$ cat config.mk
export PLATFORM = sky130hd
export DESIGN_NAME = hazard_stall_unit
export DESIGN_NICKNAME = d
export VERILOG_FILES = /design/src/rtl/hazard_stall_unit.sv
export SDC_FILE = /design/constraint.sdc
export NUM_CORES = 1
export LEC_CHECK = 0
export ABC_AREA = 1
export ABC_CLOCK_PERIOD_IN_PS = 3700
export BUFFER_PORTS_ARGS = -buffer_cell sky130_fd_sc_hd__buf_4
export CAP_MARGIN = 10
export CORE_MARGIN = 5
export CORE_UTILIZATION = 45
export DETAILED_ROUTE_END_ITERATION = 12
export GPL_TIMING_DRIVEN = 0
export PLACE_DENSITY = 0.82
export SETUP_SLACK_MARGIN = 0.5
export SLEW_MARGIN = 25
export SYNTH_ARGS = -nofsm -noshare
export SYNTH_HDL_FRONTEND = slang
export SYNTH_SLANG_ARGS = --single-unit
$ cat constraint.sdc
create_clock -name clk -period 3.7 [get_ports clk]
set_input_delay 0.555 -clock clk [delete_from_list [all_inputs] [get_ports clk]]
set_output_delay 0.555 -clock clk [all_outputs]
set_load 0.05 [all_outputs]
$ cat src/rtl/hazard_stall_unit.sv
module hazard_stall_unit #(
  parameter int REG_W   = 5,
  parameter int PC_W    = 32,
  parameter int INSTR_W = 32,
  parameter int CTRL_W  = 9,
  parameter logic [PC_W-1:0] RESET_PC = '0
) (
  input  logic               clk,
  input  logic               rst_n,
  input  logic               ex_mem_read,
  input  logic               ex_reg_write,
  input  logic [REG_W-1:0]   ex_dst,
  input  logic               mem_mem_read,
  input  logic [REG_W-1:0]   mem_dst,
  input  logic [REG_W-1:0]   id_rs,
  input  logic [REG_W-1:0]   id_rt,
  input  logic               id_branch,
  input  logic               id_jump,
  input  logic               id_taken,
  input  logic [PC_W-1:0]    pc_next,
  input  logic [INSTR_W-1:0] fetch_instr,
  input  logic [CTRL_W-1:0]  id_ctrl,
  output logic               pc_we,
  output logic               ifid_we,
  output logic               bubble_sel,
  output logic               if_flush,
  output logic [PC_W-1:0]    pc_q,
  output logic [INSTR_W-1:0] ifid_instr_q,
  output logic [CTRL_W-1:0]  idex_ctrl_q
);

  logic ex_hit, mem_hit, load_use, br_on_ex, br_on_mem, stall;

  assign ex_hit    = (ex_dst  != '0) && (ex_dst  == id_rs || ex_dst  == id_rt);
  assign mem_hit   = (mem_dst != '0) && (mem_dst == id_rs || mem_dst == id_rt);
  assign load_use  = ex_mem_read & ex_hit;
  assign br_on_ex  = id_branch & ex_reg_write & ex_hit;
  assign br_on_mem = id_branch & mem_mem_read & mem_hit;
  assign stall     = load_use | br_on_ex | br_on_mem;

  assign pc_we      = ~stall;
  assign ifid_we    = ~stall;
  assign bubble_sel = stall;
  assign if_flush   = ~stall & (id_jump | (id_branch & id_taken));

  always_ff @(posedge clk or negedge rst_n) begin
    if (!rst_n) begin
      pc_q         <= RESET_PC;
      ifid_instr_q <= '0;
      idex_ctrl_q  <= '0;
    end else begin
      if (pc_we) pc_q <= pc_next;
      if (if_flush)     ifid_instr_q <= '0;
      else if (ifid_we) ifid_instr_q <= fetch_instr;
      idex_ctrl_q <= bubble_sel ? '0 : id_ctrl;
    end
  end

  AST_HOLD_ON_STALL: assert property (@(posedge clk) disable iff (!rst_n)
    !pc_we |=> ($stable(pc_q) && $stable(ifid_instr_q)));
  AST_BUBBLE_ZERO: assert property (@(posedge clk) disable iff (!rst_n)
    bubble_sel |=> (idex_ctrl_q == '0));
  AST_FLUSH_NOP: assert property (@(posedge clk) disable iff (!rst_n)
    if_flush |=> (ifid_instr_q == '0));
  AST_NO_FLUSH_IN_STALL: assert property (@(posedge clk) disable iff (!rst_n)
    !(if_flush && !ifid_we));
  AST_ZERO_DST_NO_STALL: assert property (@(posedge clk) disable iff (!rst_n)
    (ex_dst == '0 && mem_dst == '0) |-> pc_we);
  AST_LOAD_USE_STALL: assert property (@(posedge clk) disable iff (!rst_n)
    (ex_mem_read && ex_dst != '0 && ex_dst == id_rs) |-> !pc_we);

endmodule

==> results_dict.tcl, run 1 <==
set metrics [dict create \
    maxCapViolations 0 \
    cts.repair_timing.setup_buffer_count 0 \
    synthCells 474 \
    num_vias 3608 \
    grt_util_met1_pct 25.2 \
    groute.usage.overall_pct 20.8 \
    post-synth-top-area-fraction_pct 51.8 \
    path_class "input pin to primary output" \
    setup-tns-final_ns 0 \
    die_outline_width_um 98.5 \
    post_layout_util_pct 67.2 \
    timing.critical_path.from_type "input pin" \
    holdCritPathClass "input pin to asynchronous set/reset pin" \
    route.detailed.vias_per_inst 4.69 \
    number_of_distinct_library_cells_after_synthesis 16 \
    globalRouteMet2Util_pct 35.0 \
    time_the_final_worst_path_needs_with_i_o_delays_and_setup_ns 2.52 \
    post-synth-top-area-cell "dfrtp_1" \
    timing.slew.headroom_pct 56.2 \
    synthesis.yosys.warnings 0 \
    wirelength_um 10000 \
    critical_path_arrival_ns 1.96 \
    floorplan.die_area_mm2 0.00971 \
    first_global_vias 3637 \
    synth_sequential_area_ratio_pct 51.8 \
    cts.sink_count 73 \
    end_kind "primary output" \
    status "finished clean" \
    clock_latency_ns 0.33 \
    global_route.usage.met3_pct 7.29 \
    yosys.cell_count.top_type "nand2_1" \
    synth_area_leaders "dfrtp_1 52%, nand2_1 18%, nand3_1 10%, inv_1 6.4%, nor2_1 5.7%" \
    syn-mean-instance-area_um2 7.44 \
    dr.pass1.iters 4 \
    power_density_mw_per_mm2 412 \
    detailed_place_hpwl_um 7710 \
    fmax_mhz 397 \
    timing.clock.skew_ns 0 \
    worst_pin_slew_ns 0.657 \
    clock_tree_buf_depth 2 \
    postSynth.topFlopCell "dfrtp_1" \
    floorplan.core_area_mm2 0.00769 \
    grt-ovfl-total 0 \
    power_leakage_nw 3.09 \
    async_reset_ff_share_pct 100 \
    vdd_drop_max_mv 0.267 \
    routedWlPerCell_um 13.0 \
    synth-edff-count 0 \
    drt.antenna.violating_nets 0 \
    grt_start_max_net_pins 74 \
    drc 0 \
    grt_pass1_wl_um 16800 \
    num_rows 32 \
    cts-buffers-inserted 9 \
    final.hold.worst_slack_ns 0.213 \
    synthesis.area_mm2 0.00353 \
    final_cell_area_excluding_filler_cells_mm2 0.00517 \
    post_cts.resized_instances 0 \
    timing.final.crit_share_pct 68.1 \
    final_count_of_pins_violating_max_slew 0 \
    cts_tree "yes" \
    nNetsFinal 763 \
    portBuffers 177 \
    die_height_um 98.5 \
    grt_antenna_before_repair 0 \
    critical_path_peak_fanout 10 \
    synth_top_cells_by_count "173 x nand2_1, 73 x dfrtp_1, 71 x nand3_1" \
    finalHoldViolations 0 \
    synth.ff_latch_count 73 \
    clk_transition_reported_paths_ns 0.09 \
    finalWeightedCongestion 0.840 \
    final_setup_violation_count 0 \
    mappedNetlistNets 575 \
    clock_tree.root_cell "clkbuf_8" \
    antenna-diode-count 0 \
    rsz0062_at_grt "no" \
    top_usage_layer "met2" \
    critPathRequiredTime_ns 3.14 \
    cts_hold_repair.buffers 0 \
    cts_max_level 3 \
    layout_cells_sized_above_1_pct 33.6 \
    io-pin-count 178 \
    drtIter0Drc 181 \
    initial_core_utilization_pct 45.9 \
    layout-area-overhead-vs-synth_pct 46.5 \
    postPlaceCellArea_mm2 0.00498 \
]
==> worst max-delay path, cell delays in order <==
cell and delay, ns:
buf_4 0.13, nor3_1 0.23, nand3_1 0.11, o21ai_1 0.09, inv_1 0.06, nand2_2 0.08
nand2_2 0.08, buf_6 0.16, buf_6 0.14, inv_2 0.05, buf_4 0.09, buf_4 0.18
==> worst paths after layout <==
check	slack, ns	cells after the start	from	endpoint
max in group asynchronous	3.02	1	rst_n	pc_q[6]
min in group clk	0.43	3	id_ctrl[5]	idex_ctrl_q[5]
worst max register to register	3.07	2	ifid_instr_q[23]	ifid_instr_q[23]
worst max-delay path	1.18	12	ex_dst[4]	pc_we
worst min-delay path	0.21	1	rst_n	ifid_instr_q[4]
worst min register to register	0.48	2	ifid_instr_q[18]	ifid_instr_q[18]
==> power breakdown <==
group | internal, W | total [W] | switching (W)
clock | 0.000263 | 0.000574 | 0.000311
combinational | 0.000226 | 0.000654 | 0.000428
sequential | 0.000864 | 0.000900 | 0.0000364
==> kinds of logic after synthesis <==
logic type | count (synthesis) | share of synthesized area (%)
AOI/OAI and AO/OA | 2 | 0.284
xor gates and xnor gates | 5 | 1.24
buffers and inverters | 92 | 11.8
DFF | 73 | 51.8
and+or+nand+nor | 302 | 34.9
==> flip-flops by register name (all words and copies together) (netlist names) <==
name          cells
ifid_instr_q     32
pc_q             32
idex_ctrl_q       9
==> cell type report <==
| type | count | area, um2 |
|---|---|---|
| fill | 664 | 2520 |
| sequential | 73 | 1830 |
| timing repair buffer | 177 | 1330 |
| multi-input combinational | 309 | 1280 |
| inverter | 66 | 248 |
| buffer | 26 | 169 |
| clock buffer | 10 | 138 |
| tap | 102 | 128 |
| clock inverter | 6 | 42.5 |
==> placed cells by master, fill, tap and decap left out <==
cell type and n:
buf_4 178, inv_6 1, nor2_1 54, nor3_1 2, xor2_1 1, inv_1 60, dfrtp_1 73, xnor2_1 4
o21ai_1 1, a21oi_1 1, nand2_1 173, clkbuf_1 3, nand3_1 71, clkinvlp_4 2, clkinv_2 2, clkbuf_8 10
inv_2 6, nand2_2 2, clkinv_4 1, buf_2 15, buf_6 7
==> stage by stage <==
| stage | total power [W] | instances | worst slack (ns) |
|---|---|---|---|
| 2_1_floorplan | 0.00131 | 474 | 1.27 |
| 3_3_place_gp | 0.00156 | 753 | 1.17 |
| 3_5_place_dp | 0.00157 | 753 | 1.19 |
| 4_1_cts | 0.00215 | 769 | 1.19 |
| 5_1_grt | 0.00224 | 769 | 1.08 |
| 6_report | 0.00213 | 769 | 1.18 |
==> per-layer routing <==
layer | routed length (um) | share of wire [%]
met1 | 4010 | 40
met2 | 4910 | 49
met3 | 944 | 9.4
met4 | 157 | 1.6
met5 | 0 | 0
(Power assumes the default switching activity.)
==> run 2, diff against run 1 <==
--- a/config.mk
+++ b/config.mk
@@ -6,7 +6,7 @@
 export NUM_CORES = 1
 export LEC_CHECK = 0
 export ABC_AREA = 1
-export ABC_CLOCK_PERIOD_IN_PS = 3700
+export ABC_CLOCK_PERIOD_IN_PS = 2370
 export BUFFER_PORTS_ARGS = -buffer_cell sky130_fd_sc_hd__buf_4
 export CAP_MARGIN = 10
 export CORE_MARGIN = 5
==> constraint.sdc (replaced) <==
create_clock -name clk -period 2.37 [get_ports clk]
set_input_delay 0.3555 -clock clk [delete_from_list [all_inputs] [get_ports clk]]
set_output_delay 0.3555 -clock clk [all_outputs]
set_load 0.05 [all_outputs]
==> run 2 against run 1 <==
Net effect: sequential power up 57%; first-iteration DRC count shrank 40%; non-clock buffer count rose by 7; flip-flop and latch count stayed put; die area did not move; via count down 0.72%; largest cell class unchanged.
==> results_dict.tcl, run 2 (synthesized netlist as in run 1, its figures left out) <==
set metrics [dict create \
    path_class "input pin to primary output" \
    highest_count_cells_in_the_layout_ignoring_fill_and_taps "178 x buf_4, 172 x nand2_1, 73 x dfrtp_1" \
    holdCritPathClass "input pin to asynchronous set/reset pin" \
    grt-ovfl-total 0 \
    p_sw_w 0.00119 \
    power.internal_w 0.00231 \
    clock_latency_ns 0.34 \
    floorplan.die_area_mm2 0.00971 \
    layout_cells_sized_above_1_pct 34.9 \
    num_vias 3582 \
    switching_share_pct 33.9 \
    die_height_um 98.5 \
    p_clk_share_pct 29.7 \
    final_count_of_pins_violating_max_slew 0 \
    route.detailed.vias_per_inst 4.62 \
    clock_tree.root_cell "clkbuf_8" \
    grt_antenna_before_repair 0 \
    clock_tree_buf_depth 2 \
    die_outline_width_um 98.5 \
    layout.cells.most_common "buf_4" \
    antenna-diode-count 0 \
    crit_path_cell_trace "buf_8 -> nor3_4 -> nand3_1 -> o21ai_1 -> inv_1 -> nand2_2 -> nand2_4 -> buf_8 -> buf_8 -> inv_4 -> buf_6 -> buf_8" \
    seq_power_share_pct 40.3 \
    final_cell_area_excluding_filler_cells_mm2 0.00533 \
    cp_slowest_stage_delay_ns 0.17 \
    fillers 628 \
    cts-buffers-inserted 9 \
    power_density_mw_per_mm2 655 \
    critical_path_arrival_ns 1.53 \
    vdd_drop_max_mv 0.388 \
    detailed_place_hpwl_um 7880 \
    final.hold.worst_slack_ns 0.0259 \
    maxCapViolations 0 \
    initial_core_utilization_pct 45.9 \
    num_rows 32 \
    crit_slowest_cell "nor3_4" \
    postPlaceCellArea_mm2 0.00499 \
    status "finished clean" \
    rr_startpoint "pc_q[9]" \
    io-pin-count 178 \
    time_the_final_worst_path_needs_with_i_o_delays_and_setup_ns 1.88 \
    startpoint "ex_dst[3]" \
    drc 0 \
    groute.usage.overall_pct 21.6 \
    routedWlPerCell_um 13.4 \
    power_leakage_nw 3.17 \
    cts_hold_repair.buffers 0 \
    timing.clock.skew_ns 0 \
    portBuffers 177 \
    crit_top_cell "buf_8" \
    timing.slew.headroom_pct 56.5 \
    first_global_vias 3589 \
    reg.largest.list "ifid_instr_q: 32 flops, pc_q: 32 flops, idex_ctrl_q: 9 flops" \
    end_kind "primary output" \
    dr.pass1.iters 5 \
    floorplan.core_area_mm2 0.00769 \
    drtIter0Drc 108 \
    wirelength_um 10400 \
    worst_pin_slew_ns 0.652 \
    finalHoldViolations 0 \
    rsz0062_at_grt "yes" \
    final-seq-area_mm2 0.00183 \
    grt_pass1_wl_um 17100 \
    grt_start_max_net_pins 74 \
    nNetsFinal 770 \
    critPathRequiredTime_ns 2.01 \
    multi_input_comb_area_mm2 0.00132 \
    cts.sink_count 73 \
    layout-area-overhead-vs-synth_pct 51.2 \
    drt.antenna.violating_nets 0 \
    critical_path_peak_fanout 5 \
    timing.critical_path.from_type "input pin" \
    cts_tree "yes" \
    setup-tns-final_ns 0 \
    final_setup_violation_count 0 \
    finalWeightedCongestion 0.845 \
    fmax_mhz 531 \
    comb_power_share_pct 30.1 \
    clk_transition_reported_paths_ns 0.08 \
    timing.final.crit_share_pct 79.4 \
    cts_max_level 3 \
]
run 2: cell types whose count changed in the layout (fill, tap and decap cells not counted), moves of 2 or more:
cell       before  now
buf_6           7    9
buf_8           0    5
bufinv_16       0    2
nor2_1         54   51
nor2_2          0    3
nor3_1          2    0
nor3_4          0    2
run 2: repair_timing:
action	4_1_cts	5_1_grt
setup buffers	5	2
endpoints found under the setup margin	4	4
pin swaps	11	6
resized for setup	18	1
endpoints found under the hold margin	0	0
run 2: worst paths after layout:
kind / to / slack, ns / cells after the start
worst max-delay path: pc_we / 0.49 / 12
worst min-delay path: ifid_instr_q[19] / 0.03 / 1
worst max register to register: pc_q[9] / 1.74 / 2
worst min register to register: pc_q[24] / 0.47 / 2
max in group asynchronous: pc_q[22] / 1.90 / 1
min in group clk: idex_ctrl_q[6] / 0.23 / 3
run 2: power groups by stage:
stage / Clock [W] / Combinational, W / Sequential, W
global placement: 0 / 0.00102 / 0.00143
detailed placement: 0 / 0.00103 / 0.00143
CTS: 0.00106 / 0.00106 / 0.00141
global route: 0.00112 / 0.00112 / 0.00142
floorplan: 0 / 0.000244 / 0.00180
finish: 0.00104 / 0.00105 / 0.00141
run 2: per-stage QoR:
| stage | utilization [%] | setup slack, ns | instances | total power (W) |
|---|---|---|---|---|
| 6_report | 69.4 | 0.488 | 775 | 0.00349 |
| 2_1_floorplan | - | 0.527 | 474 | 0.00204 |
| 5_1_grt | 69.4 | 0.402 | 775 | 0.00367 |
| 4_1_cts | 69.1 | 0.502 | 773 | 0.00352 |
| 3_5_place_dp | 64.9 | 0.269 | 753 | 0.00246 |
| 3_3_place_gp | 64.9 | 0.279 | 753 | 0.00244 |
run 2: cell type report:
cell class,count,share of cell area (%)
buffer,26,3.38
clock buffer,10,2.39
clock inverter,5,1.52
inverter,66,4.69
multi-input combinational,309,24.8
sequential,73,34.2
tap,102,2.39
timing repair buffer,184,26.6
run 2: layer usage:
metal	wire, um	global-route usage, %	share of wire, %
met5	0	0	0
met4	78	4.73	0.75
met3	991	8.28	9.5
met2	5130	36.4	49
met1	4200	26.5	40
run 2: worst max-delay path: cells and delay by family:
family,cells,cell delay [ns]
AOI/OAI and AO/OA,1,0.08
buffers and inverters,7,0.66
and+or+nand+nor,4,0.42
